===== config.mk =====
export PLATFORM = sky130hd
export DESIGN_NAME = flash_selfprog_ctrl
export DESIGN_NICKNAME = d
export VERILOG_FILES = /design/src/rtl/fsp_pkg.sv /design/src/rtl/fsp_cmd_decode.sv /design/src/rtl/fsp_addr_split.sv /design/src/rtl/fsp_window_timer.sv /design/src/rtl/fsp_seq.sv /design/src/rtl/flash_selfprog_ctrl.sv
export SDC_FILE = /design/constraint.sdc
export NUM_CORES = 1
export LEC_CHECK = 0
export ABC_AREA = 1
export CORE_MARGIN = 1.5
export CORE_UTILIZATION = 43
export DETAILED_ROUTE_END_ITERATION = 12
export MAX_ROUTING_LAYER = met4
export PLACE_DENSITY = 0.8
export SYNTH_ARGS = -nofsm -noshare
export SYNTH_HDL_FRONTEND = slang
export SYNTH_SLANG_ARGS = --single-unit

===== constraint.sdc =====
create_clock -name clk -period 1.9 [get_ports clk]
set_clock_uncertainty 0.2 [all_clocks]
set_input_delay 0.38 -clock clk [delete_from_list [all_inputs] [get_ports clk]]
set_output_delay 0.38 -clock clk [all_outputs]
set_load 0.01 [all_outputs]

===== src/rtl/fsp_pkg.sv =====
package fsp_pkg;

  localparam int unsigned CTL_W  = 8;
  localparam int unsigned GO_BIT = 0;
  localparam int unsigned IE_BIT = 7;

  localparam logic [5:0] SEL_LOAD  = 6'b000000;
  localparam logic [5:0] SEL_ERASE = 6'b000001;
  localparam logic [5:0] SEL_WRITE = 6'b000010;
  localparam logic [5:0] SEL_RDEN  = 6'b001000;

  typedef enum logic [1:0] {
    FOP_LOAD   = 2'd0,
    FOP_ERASE  = 2'd1,
    FOP_WRITE  = 2'd2,
    FOP_CLRBUF = 2'd3
  } flash_op_e;

  typedef enum logic [2:0] {
    CK_NONE,
    CK_LOAD,
    CK_ERASE,
    CK_WRITE,
    CK_RDEN
  } cmd_kind_e;

  typedef enum logic [1:0] {
    ST_IDLE,
    ST_ARMED,
    ST_ISSUE,
    ST_WAIT
  } seq_state_e;

  function automatic flash_op_e kind_to_op(input cmd_kind_e k);
    case (k)
      CK_ERASE: return FOP_ERASE;
      CK_WRITE: return FOP_WRITE;
      CK_RDEN:  return FOP_CLRBUF;
      default:  return FOP_LOAD;
    endcase
  endfunction

  function automatic logic is_array_op(input cmd_kind_e k);
    return (k == CK_ERASE) || (k == CK_WRITE);
  endfunction

endpackage


===== src/rtl/fsp_cmd_decode.sv =====
module fsp_cmd_decode
  import fsp_pkg::*;
(
  input  logic [CTL_W-1:0] ctl_val,
  output cmd_kind_e        kind,
  output logic             ie_bit
);

  // Bit 7 is a don't-care for command selection; it carries interrupt enable.
  always_comb begin
    kind = CK_NONE;
    if (ctl_val[GO_BIT]) begin
      case (ctl_val[6:1])
        SEL_LOAD:  kind = CK_LOAD;
        SEL_ERASE: kind = CK_ERASE;
        SEL_WRITE: kind = CK_WRITE;
        SEL_RDEN:  kind = CK_RDEN;
        default:   kind = CK_NONE;
      endcase
    end
  end

  assign ie_bit = ctl_val[IE_BIT];

endmodule


===== src/rtl/fsp_addr_split.sv =====
module fsp_addr_split
  import fsp_pkg::*;
#(
  parameter int unsigned ADDR_W     = 12,
  parameter int unsigned PAGE_WORDS = 32
) (
  input  logic [ADDR_W-1:0] ptr,
  input  logic [ADDR_W-1:0] fg_base,
  input  logic [ADDR_W-1:0] boot_base,
  input  logic              boot_wp,
  input  cmd_kind_e         kind,
  output logic [ADDR_W-1:0] page_base,
  output logic [ADDR_W-1:0] word_addr,
  output logic              tgt_fg,
  output logic              word_nonzero,
  output logic              protect_hit
);

  localparam int unsigned WORD_W = $clog2(PAGE_WORDS);
  localparam int unsigned PAGE_W = ADDR_W - WORD_W;

  logic [PAGE_W-1:0] page_num;
  logic [WORD_W-1:0] word_idx;

  assign page_num     = ptr[ADDR_W-1:WORD_W];
  assign word_idx     = ptr[WORD_W-1:0];
  assign page_base    = {page_num, {WORD_W{1'b0}}};
  assign word_addr    = {page_num, word_idx};
  assign word_nonzero = |word_idx;
  assign tgt_fg       = (page_base >= fg_base);
  assign protect_hit  = boot_wp && (page_base >= boot_base) && is_array_op(kind);

endmodule


===== src/rtl/fsp_window_timer.sv =====
module fsp_window_timer #(
  parameter int unsigned WINDOW = 4
) (
  input  logic clk,
  input  logic rst_n,
  input  logic start,
  input  logic run,
  output logic expired
);

  localparam int unsigned CW = $clog2(WINDOW + 1);

  logic [CW-1:0] cnt;

  always_ff @(posedge clk or negedge rst_n) begin
    if (!rst_n) begin
      cnt <= '0;
    end else if (start) begin
      cnt <= CW'(WINDOW - 1);
    end else if (run && (cnt != '0)) begin
      cnt <= cnt - 1'b1;
    end
  end

  assign expired = (cnt == '0);

endmodule


===== src/rtl/fsp_seq.sv =====
module fsp_seq
  import fsp_pkg::*;
#(
  parameter int unsigned ADDR_W = 12,
  parameter int unsigned DATA_W = 16
) (
  input  logic              clk,
  input  logic              rst_n,
  input  logic              ctl_we,
  input  cmd_kind_e         ctl_kind,
  input  logic              ctl_ie,
  input  logic              prog_strobe,
  input  logic [ADDR_W-1:0] page_base,
  input  logic [ADDR_W-1:0] word_addr,
  input  logic              tgt_fg,
  input  logic              word_nonzero,
  input  logic              protect_hit,
  input  logic [DATA_W-1:0] wdata,
  input  logic              win_expired,
  input  logic              fl_cmd_ready,
  input  logic              fl_done,
  output cmd_kind_e         kind_q,
  output logic              win_start,
  output logic              win_run,
  output logic              fl_cmd_valid,
  output logic [1:0]        fl_cmd_op,
  output logic [ADDR_W-1:0] fl_cmd_addr,
  output logic [DATA_W-1:0] fl_cmd_data,
  output logic              cpu_stall,
  output logic              bg_busy,
  output logic              prog_en,
  output logic              irq
);

  seq_state_e        state;
  flash_op_e         op_q;
  logic [ADDR_W-1:0] addr_q;
  logic [DATA_W-1:0] data_q;
  logic              fg_q;
  logic              ie_q;
  logic              busy_q;

  logic accept_ctl;
  logic arm;
  logic strobe_hit;
  logic reject;
  logic array_cmd;

  assign accept_ctl = ctl_we && (state == ST_IDLE);
  assign arm        = accept_ctl && (ctl_kind != CK_NONE);
  assign strobe_hit = (state == ST_ARMED) && prog_strobe;
  assign array_cmd  = is_array_op(kind_q);
  assign reject     = protect_hit || ((kind_q == CK_WRITE) && word_nonzero);

  always_ff @(posedge clk or negedge rst_n) begin
    if (!rst_n) begin
      state  <= ST_IDLE;
      kind_q <= CK_NONE;
      op_q   <= FOP_LOAD;
      addr_q <= '0;
      data_q <= '0;
      fg_q   <= 1'b0;
      ie_q   <= 1'b0;
      busy_q <= 1'b0;
    end else begin
      case (state)
        ST_IDLE: begin
          if (accept_ctl) begin
            ie_q <= ctl_ie;
          end
          if (arm) begin
            kind_q <= ctl_kind;
            state  <= ST_ARMED;
          end
        end
        ST_ARMED: begin
          if (strobe_hit) begin
            if (reject) begin
              state <= ST_IDLE;
            end else begin
              state  <= ST_ISSUE;
              op_q   <= kind_to_op(kind_q);
              addr_q <= (kind_q == CK_LOAD) ? word_addr : page_base;
              data_q <= (kind_q == CK_LOAD) ? wdata : '0;
              fg_q   <= tgt_fg && array_cmd;
              if (array_cmd) begin
                busy_q <= 1'b1;
              end else if (kind_q == CK_RDEN) begin
                busy_q <= 1'b0;
              end
            end
          end else if (win_expired) begin
            state <= ST_IDLE;
          end
        end
        ST_ISSUE: begin
          if (fl_cmd_ready) begin
            state <= ((op_q == FOP_ERASE) || (op_q == FOP_WRITE)) ? ST_WAIT : ST_IDLE;
          end
        end
        ST_WAIT: begin
          if (fl_done) begin
            state <= ST_IDLE;
            fg_q  <= 1'b0;
          end
        end
        default: state <= ST_IDLE;
      endcase
    end
  end

  assign win_start    = arm;
  assign win_run      = (state == ST_ARMED);
  assign fl_cmd_valid = (state == ST_ISSUE);
  assign fl_cmd_op    = op_q;
  assign fl_cmd_addr  = addr_q;
  assign fl_cmd_data  = data_q;
  assign cpu_stall    = fg_q && ((state == ST_ISSUE) || (state == ST_WAIT));
  assign bg_busy      = busy_q;
  assign prog_en      = (state != ST_IDLE);
  assign irq          = ie_q && (state == ST_IDLE);

endmodule


===== src/rtl/flash_selfprog_ctrl.sv =====
module flash_selfprog_ctrl
  import fsp_pkg::*;
#(
  parameter int unsigned ADDR_W     = 12,
  parameter int unsigned DATA_W     = 16,
  parameter int unsigned PAGE_WORDS = 32,
  parameter int unsigned WINDOW     = 4
) (
  input  logic              clk,
  input  logic              rst_n,
  input  logic              ctl_we,
  input  logic [7:0]        ctl_wdata,
  input  logic              prog_strobe,
  input  logic [ADDR_W-1:0] ptr,
  input  logic [DATA_W-1:0] wdata,
  input  logic [ADDR_W-1:0] fg_base,
  input  logic [ADDR_W-1:0] boot_base,
  input  logic              boot_wp,
  output logic              fl_cmd_valid,
  input  logic              fl_cmd_ready,
  output logic [1:0]        fl_cmd_op,
  output logic [ADDR_W-1:0] fl_cmd_addr,
  output logic [DATA_W-1:0] fl_cmd_data,
  input  logic              fl_done,
  output logic              cpu_stall,
  output logic              bg_busy,
  output logic              prog_en,
  output logic              irq
);

  cmd_kind_e         ctl_kind;
  cmd_kind_e         kind_q;
  logic              ctl_ie;
  logic [ADDR_W-1:0] page_base;
  logic [ADDR_W-1:0] word_addr;
  logic              tgt_fg;
  logic              word_nonzero;
  logic              protect_hit;
  logic              win_start;
  logic              win_run;
  logic              win_expired;

  fsp_cmd_decode u_dec (
    .ctl_val (ctl_wdata),
    .kind    (ctl_kind),
    .ie_bit  (ctl_ie)
  );

  fsp_addr_split #(
    .ADDR_W     (ADDR_W),
    .PAGE_WORDS (PAGE_WORDS)
  ) u_addr (
    .ptr          (ptr),
    .fg_base      (fg_base),
    .boot_base    (boot_base),
    .boot_wp      (boot_wp),
    .kind         (kind_q),
    .page_base    (page_base),
    .word_addr    (word_addr),
    .tgt_fg       (tgt_fg),
    .word_nonzero (word_nonzero),
    .protect_hit  (protect_hit)
  );

  fsp_window_timer #(
    .WINDOW (WINDOW)
  ) u_win (
    .clk     (clk),
    .rst_n   (rst_n),
    .start   (win_start),
    .run     (win_run),
    .expired (win_expired)
  );

  fsp_seq #(
    .ADDR_W (ADDR_W),
    .DATA_W (DATA_W)
  ) u_seq (
    .clk          (clk),
    .rst_n        (rst_n),
    .ctl_we       (ctl_we),
    .ctl_kind     (ctl_kind),
    .ctl_ie       (ctl_ie),
    .prog_strobe  (prog_strobe),
    .page_base    (page_base),
    .word_addr    (word_addr),
    .tgt_fg       (tgt_fg),
    .word_nonzero (word_nonzero),
    .protect_hit  (protect_hit),
    .wdata        (wdata),
    .win_expired  (win_expired),
    .fl_cmd_ready (fl_cmd_ready),
    .fl_done      (fl_done),
    .kind_q       (kind_q),
    .win_start    (win_start),
    .win_run      (win_run),
    .fl_cmd_valid (fl_cmd_valid),
    .fl_cmd_op    (fl_cmd_op),
    .fl_cmd_addr  (fl_cmd_addr),
    .fl_cmd_data  (fl_cmd_data),
    .cpu_stall    (cpu_stall),
    .bg_busy      (bg_busy),
    .prog_en      (prog_en),
    .irq          (irq)
  );

endmodule


Yosys cells after proc, flatten, opt, wreduce, memory -nomap -nowiden
Cells that the tools add are included.

storage, ports and cells
  input port bits = 67
  output and inout port bits = 35
  word-level logic and storage cells = 82
  register bits after elaboration = 41

cells by class
  multiplexer cells = 21
  bitwise gates (word level) = 1
  equal/unequal tests = 18
  $add $sub $neg = 1
  $lt $le $gt $ge = 2
  reductions and logical operators = 30

operators by type and width
  kind                  number
  $ge A12 B12 Y1        2
  $mux W16              1
  $mux W2               7
  $pmux W3 S4           1
  $reduce_and A4 Y1     3
  $logic_and A1 B1 Y1   10
  $mux W3               3
  $pmux W2 S4           1
  $reduce_bool A2 Y1    4
  $eq A2 B2 Y1 const B  3
  $eq A3 B2 Y1 const B  2
  $eq A6 B1 Y1 const B  1
  $eq A6 B2 Y1 const B  1
  $eq A6 B4 Y1 const B  1
  $logic_not A6 Y1      1
  $ne A2 B1 Y1 const B  3
  $pmux W2 S3           1
  $reduce_bool A3 Y1    2
  $mux W1               5
  $mux W5               1
  $reduce_or A5 Y1      1
  $eq A2 B1 Y1 const B  2
  $logic_or A1 B1 Y1    4
  $ne A2 B2 Y1 const B  2
  other kinds (10)      11

Depth between registers and ports, before layout
Gate-level depths: netlist of run 1.

  depth after elaboration = 7
  mapped depth = 12
  depth with buffers taken out = 12

By module
From an unflattened synthesis of run 1, not the netlist that was laid out.

unflattened totals
  cell total of the unflattened synthesis = 402
  area, all modules = 2758.9 um^2

by module, submodules not included
  module            seq. area each (um^2)  instances  cells an instance  area each (um^2)
  fsp_seq           950.9                  1          256                1866.8
  fsp_addr_split    0.0                    1          107                641.9
  fsp_window_timer  75.1                   1          24                 178.9
  fsp_cmd_decode    0.0                    1          15                 71.3

Least setup slack after synthesis of run 1
No wires, ideal clock.

  path type = input to register
  start = input port boot_base[11]
  end = register u_seq.op_q[1] (netlist: u_seq.fl_cmd_op[1])
  stages on the path = 12
  library setup time = 0.123 ns
  path buffers = 2
  data arrival time = 1.549 ns
  required time = 1.577 ns
  slack = 0.028 ns
  path through = inv_1 -> ha_1 -> nand2_1 -> inv_1 -> a21oi_1 -> nand3_1 -> nand2_2 -> nand3_4 -> buf_6 -> buf_6 -> nand2_1 -> nand2_1

between the ends
  word-level cells in the longest chain between the ends = 6

RTL lines
  item                                RTL line                   source
  start: declaration                  flash_selfprog_ctrl.sv:17  input logic [ADDR_W-1:0] boot_base,
  $ge A12 B12 Y1                      fsp_addr_split.sv:31       assign protect_hit = boot_wp && (page_base >= boot_base) && is_array_op(kind);
  $logic_and A1 B1 Y1 (2 in a row)    fsp_addr_split.sv:31
  $logic_or A1 B1 Y1                  fsp_seq.sv:53              assign reject = protect_hit || ((kind_q == CK_WRITE) && word_nonzero);
  $not A1 Y1 (no source line)         -
  $reduce_and A3 Y1 (no source line)  -
  end signal: assignment              fsp_seq.sv:82              op_q <= kind_to_op(kind_q);
  end: declaration                    fsp_seq.sv:36              flash_op_e op_q;

Every way passes these cells.
A chain may end at the register's enable or synchronous reset.

Worst setup path in the final report of run 1
  start = input port boot_base[3]
  end = register u_seq.data_q[5] (netlist: u_seq.fl_cmd_data[5])

between the ends
  word-level cells in the longest chain between the ends = 6

RTL lines
  item                                RTL line              source
  $ge A12 B12 Y1                      fsp_addr_split.sv:31
  $logic_and A1 B1 Y1 (2 in a row)    fsp_addr_split.sv:31
  $logic_or A1 B1 Y1                  fsp_seq.sv:53
  $not A1 Y1 (no source line)         -
  $reduce_and A3 Y1 (no source line)  -
  end signal: assignment              fsp_seq.sv:84         data_q <= (kind_q == CK_LOAD) ? wdata : '0;
  end: declaration                    fsp_seq.sv:38         logic [DATA_W-1:0] data_q;

Every way passes these cells.

==> results.yml, run 1 <==
yosys:
  synth_top_family_by_area: "simple AND/OR/NAND/NOR gates"
  avgSynthCellArea_um2: 7.302
  synth_xor_area_share_pct: 0
  ys_warn_count: 0
  synthArstFlopShare_pct: 100.0
  synth_top_flop_cell: "dfrtp_1"
  synth_top_area_share_pct: 41.08
  synth_edf_count: 0
  synth-simple-area-share_pct: 32.36
  synth_seq_cells: 41
  synthCells: 342
  synthTopCellsByArea: "dfrtp_1 (41%), nand2_1 (16%), ha_1 (8.0%)"
  synth_compound_area_share_pct: 8.016
  synth-adder-area-share_pct: 8.016
  syn_area_um2: 2497
  yosysUniqueCellTypes: 27
  yosysTopAreaCell: "dfrtp_1"
  synthMuxAreaShare_pct: 0
  synth_nets: 425
  ys_seq_area_share_pct: 41.08
run_status:
  run_status: "complete, but fails checks"
  failed_checks: "setup timing"
floorplan:
  rows: 27
  core_um2: 5540
  pin_count: 102
  start_util_pct: 45.08
  die_x_um: 79.21
  die_y_um: 79.21
  die_area_um2: 6274
placement:
  io_buffer_count: 101
  placed_cells: 532
  dp_hpwl_mm: 5.432
  dpl-instance-area_um2: 3756
  gp_congestion: 0.7923
power:
  peakVddDrop_v: 0.0007586
  power.density_nw_per_um2: 984.5
  power.leakage_nw: 2.134
timing:
  fmax_mhz: 514.0
  worstMarginPinSlew_ps: 537.8
  finalHoldViolations: 0
  setup-violations-final: 16
  finalCritPeriodShare_pct: 102.4
  setup_slack_ps: -45.62
  slew-limit-headroom_pct: 64.15
  slew_viol_final: 0
  min_period_ps: 1946
layout:
  nFillCells: 358
  final_cells: 556
  final_cell_mix: "nand2_1 (86), clkdlybuf4s50_1 (78), inv_1 (40), dfrtp_1 (40), buf_4 (29)"
  drive_gt1_share_pct: 25.83
  n_antenna_cell: 0
  areaGrowthSynthToFinish_pct: 71.54
  nets: 566
  finish.instance_area_um2: 4284
  final_common_cell: "nand2_1"
critical_path:
  crit_type: "primary input to flip-flop"
  required_ps: 1920
  crit_arrival_ps: 1960
  end_kind: "flip-flop"
  crit_chain: "clkdlybuf4s50_1 > inv_1 > nand2_1 > nor2_1 > nand3_1 > nand3_2 > nand2_4 > nand3_4 > buf_12 > buf_12 > nand2_2 > o21ai_1"
  cp_max_fo: 8
  cpMostUsedCell: "buf_12"
  slowest_stage: "clkdlybuf4s50_1"
  slowest_delay_ps: 410
  start_kind: "primary input"
global_routing:
  grt_pass1_wl_mm: 12.53
  grt_overflow: 0
  grt.total_usage_pct: 26.40
  antenna_found_initial: 0
  first_global_vias: 2776
  grt_max_degree: 24
clock_tree:
  clockBufferDepth: 2
  numCtsBuffers: 5
  cts_sinks: 41
  clkTransAtPathRegs_ps: 90
  cts_root_buf: "clkbuf_8"
  htree_levels: 2
  cts_tree: "done"
  worstSkewPairLatency_ps: 300
route:
  vias: 2939
  ant_nets: 0
  drc: 0
  firstDrtPassIters: 5
  drt_wl_total_mm: 8.578
  first_iter_violations: 197
  viasPerCell: 5.286
  wl_per_cell_um: 15.43
flow_run:
  cap_violations: 0
min_path:
  hold_path.class: "primary input to flip-flop"
[per-stage QoR]
| step | worst slack [ps] | power [mW] | util [%] | hold slack (ps) | setup TNS [ps] |
|---|---|---|---|---|---|
| 3_3_place_gp | -489.8 | 2.967 | 67.80 | 174.8 | -15490 |
| 3_5_place_dp | -515.6 | 3.034 | 67.80 | 183.3 | -16410 |
| 4_1_cts | 12.24 | 3.945 | 74.19 | 285.1 | 0 |
| 2_1_floorplan | 27.93 | 2.182 | - | -115.6 | 0 |
| 6_report | -45.62 | 4.218 | 77.33 | 245.8 | -171.8 |
| 5_1_grt | -109.0 | 4.463 | 77.33 | 272.8 | -2096 |
[cell type report]
class | instances | area (um2) | share of cell area [%]
Clock buffer | 7 | 86.33 | 2.015
Clock inverter | 1 | 30.03 | 0.7009
Inverter | 52 | 202.7 | 4.731
Multi-Input combinational cell | 238 | 1443 | 33.67
Sequential cell | 41 | 1027 | 23.98
Tap cell | 72 | 90.09 | 2.103
Timing Repair Buffer | 144 | 1399 | 32.65
Timing Repair inverter | 1 | 6.256 | 0.1460
[kinds of logic after synthesis]
family,Yosys count
flops,41
simple gates,186
buf+inv,64
compound gates,35
fa+ha+maj,16
[where the power goes]
group / leakage (nW) / internal [mW] / switching, mW / total [mW]
clock network: 0.0585 / 0.429 / 0.308 / 0.736
registers: 0.540 / 1.10 / 0.173 / 1.27
logic: 1.54 / 1.05 / 1.16 / 2.21
total: 2.13 / 2.58 / 1.64 / 4.22
[repair_timing]
item                                   4_1_cts  5_1_grt
resized for setup                           57       75
cloned                                       4        3
endpoints found under the hold margin       21        0
pin swaps                                    5       23
buffers inserted                             7        1
hold buffers                                 1        0
setup endpoints to repair                   37       38
[path summary, 6_finish.rpt]
path | cells past startpoint | from | slack (ps) | endpoint
min reg2reg | 2 | u_seq.fg_q | 280 | u_seq.fg_q
min | 4 | ptr[10] | 250 | u_seq.fl_cmd_addr[10]
max in group asynchronous | 3 | rst_n | 510 | u_seq.fl_cmd_addr[3]
max reg2reg | 11 | u_seq.state[0] | 100 | u_seq.state[1]
min in group asynchronous | 2 | rst_n | 400 | u_seq.fl_cmd_addr[11]
max | 12 | boot_base[3] | -50 | u_seq.fl_cmd_data[5]
[Yosys cell counts, types with 2 or more instances]
library cell,instances
a21oi_1,4
nand3_1,16
nand2_1,109
buf_2,3
inv_1,49
nor2_2,3
inv_2,3
dfrtp_1,41
ha_1,16
buf_6,2
nor2_1,29
clkbuf_1,6
o21ai_1,7
nand4_1,23
o21ai_0,19
[critical path, delay by kind of cell]
kind            cells  cell delay, ps
compound gates      1              90
buf+inv             4             810
simple gates        7             680
[metal layers]
metal	global-route usage, %	vias up	part of all wire (%)
li1	-	1384	-
met1	30.71	1372	39
met2	46.67	151	51
met3	4.368	32	6.7
met4	8.070	0	3.0
met5	-	-	0
[state kept, by name, summed over array words and instances, names as in the netlist]
signal / flops
u_seq.bg_busy: 1
u_seq.fl_cmd_op: 2
u_seq.state: 2
u_seq.fg_q: 1
u_seq.fl_cmd_data: 16
u_seq.fl_cmd_addr: 12
u_seq.ie_q: 1
u_seq.kind_q: 3
u_win.cnt: 3
(Power assumes the default switching activity.)
==> run 2: changes to the inputs <==
- CORE_MARGIN: 1.5 -> 1
==> run 2 against run 1 <==
  * The flow still finishes with violations (setup timing)
  * Worst setup slack got worse by 16 ps
  * Worst hold slack hardly changed
  * Sequential share of layout area decreased by 0.19 points
  * Final area rose by 0.82%
  * Power up 2.0%
  * Die area decreased by 2.5%
  * Register-to-register slack got worse by 30 ps
  * Combinational power rose by 2%
  * Sequential power barely moved
  * Non-clock buffer count unchanged
  * Global-route usage increased by 1.8 points
  * Maximum frequency fell by 0.82%
  * Highest routed layer unchanged
==> results.yml, run 2 (same netlist as run 1, synthesis figures left out) <==
floorplan:
  pin_count: 102
  core_um2: 5540
  die_y_um: 78.21
  die_x_um: 78.21
  die_area_um2: 6117
  rows: 27
  start_util_pct: 45.08
global_routing:
  grt-busiest-layer: "met2"
  grt_use_met2_pct: 49.56
  use_met1_pct: 32.96
  grt_pass1_wl_mm: 13.05
  met3_usage_pct: 4.535
  first_global_vias: 2823
  grt_max_degree: 25
  grt.total_usage_pct: 28.19
  grt_overflow: 0
  antenna_found_initial: 0
timing:
  min_period_ps: 1962
  finalHoldViolations: 0
  finalCritPeriodShare_pct: 103.2
  setup-violations-final: 9
  setup_slack_ps: -61.62
  slew_viol_final: 0
  worstMarginPinSlew_ps: 473.5
  slew-limit-headroom_pct: 68.44
  tns_ps: -234.7
  fmax_mhz: 509.8
route:
  drc: 0
  wl_per_cell_um: 16.15
  ant_nets: 0
  drt_wl_total_mm: 8.964
  firstDrtPassIters: 5
  vias: 2938
  first_iter_violations: 223
  viasPerCell: 5.294
min_path:
  hold_path.class: "primary input to flip-flop"
  holdCritStartpoint: "ptr[6]"
critical_path:
  crit_path_start: "boot_base[0]"
  start_kind: "primary input"
  r2r_start: "u_seq.state[1]"
  end_kind: "flip-flop"
  crit_arrival_ps: 2000
  r2r_setup_slack_ps: 70
  crit_type: "primary input to flip-flop"
  required_ps: 1940
  reg2reg_to: "u_seq.fl_cmd_addr[0]"
  cp-endpoint: "u_seq.fl_cmd_addr[0]"
  cp_max_fo: 6
  reg2regPathDepth: 11
layout:
  final_common_cell: "nand2_1"
  final_cell_mix: "nand2_1 (90), clkdlybuf4s50_1 (78), dfrtp_1 (40), inv_1 (36), buf_4 (29)"
  nFillCells: 350
  n_antenna_cell: 0
  largest_reg_flops: 16
  regArea_um2: 1027
  drive_gt1_share_pct: 26.92
  nets: 565
  multi_input_area_um2: 1455
  areaGrowthSynthToFinish_pct: 72.95
placement:
  dp_hpwl_mm: 5.174
  io_buffer_count: 101
  gp_congestion: 0.7827
  dp_slack_ps: -538.8
clock_tree:
  cts_sinks: 41
  clockBufferDepth: 2
  worstSkewPairLatency_ps: 300
  cts_tree: "done"
  clkTransAtPathRegs_ps: 80
  htree_levels: 2
  numCtsBuffers: 5
  cts_root_buf: "clkbuf_8"
flow_run:
  cap_violations: 0
power:
  power.density_nw_per_um2: 996.1
  power.leakage_nw: 2.108
  peakVddDrop_v: 0.0006152
run_status:
  run_status: "complete, but fails checks"
  failed_checks: "setup timing"
## run 2: cell count changes in the layout (fill, tap and decap cells not counted), sizes merged
cell         previous run  this run
nand3                  18        17
clkbuf                 16        17
dlygate4sd2             5         3
clkinvlp                0         1
## run 2: cell type report
cell class,instances,share of cell area (%)
Clock buffer,6,1.912
Inverter,52,4.635
Timing Repair inverter,1,0.2028
Tap cell,72,2.086
Timing Repair Buffer,144,32.82
Clock inverter,2,0.8691
Multi-Input combinational cell,237,33.69
Sequential cell,41,23.78
## run 2: critical path, stage by stage
cell and delay [ps]:
clkdlybuf4s50_1 500, inv_1 60, nand2_1 70, nor2_1 50, nand3_2 70, nand3_2 100
nand2_4 90, nand3_4 140, buf_12 180, buf_6 110, inv_6 70, nand2_1 70
nand2_1 100
## run 2: repair_timing
action | in CTS | in global routing
buffers inserted | 8 | 0
hold buffers | 1 | 0
pin swaps | 18 | 27
endpoints found under the setup margin | 37 | 38
gates resized for setup | 70 | 70
hold endpoints to repair | 17 | 0
cloned | 4 | 1
## run 2: per-layer routing
layer | vias up | routed length, um
li1 | 1371 | -
met1 | 1390 | 3591
met2 | 150 | 4571
met3 | 27 | 590
met4 | 0 | 210
met5 | - | 0
## run 2: metrics by stage
step / total power [mW] / instances / hold WS [ps] / util [%] / area (um2)
after CTS: 4.081 / 555 / 285.5 / 75.25 / 4169
after detailed placement: 3.034 / 534 / 146.7 / 68.29 / 3784
after floorplan: 2.182 / 342 / -115.6 / - / 2497
after global placement: 2.976 / 534 / 139.1 / 68.29 / 3784
final: 4.302 / 555 / 245.7 / 77.96 / 4319
after global routing: 4.550 / 555 / 272.6 / 77.96 / 4319
## run 2: worst min-delay path by stage
stage / cells past startpoint / end / slack (ps)
2_1_floorplan: 0 / u_seq.bg_busy / -120
3_3_place_gp: 1 / u_seq.fl_cmd_addr[11] / 140
3_5_place_dp: 1 / u_seq.fl_cmd_addr[11] / 150
4_1_cts: 2 / u_seq.fg_q / 290
5_1_grt: 4 / u_seq.fl_cmd_addr[7] / 270
6_report: 4 / u_seq.fl_cmd_addr[6] / 250
## run 2: power breakdown
group	internal (mW)	switching, mW
registers	1.10	0.181
clock network	0.427	0.329
logic	1.08	1.18
total	2.61	1.69
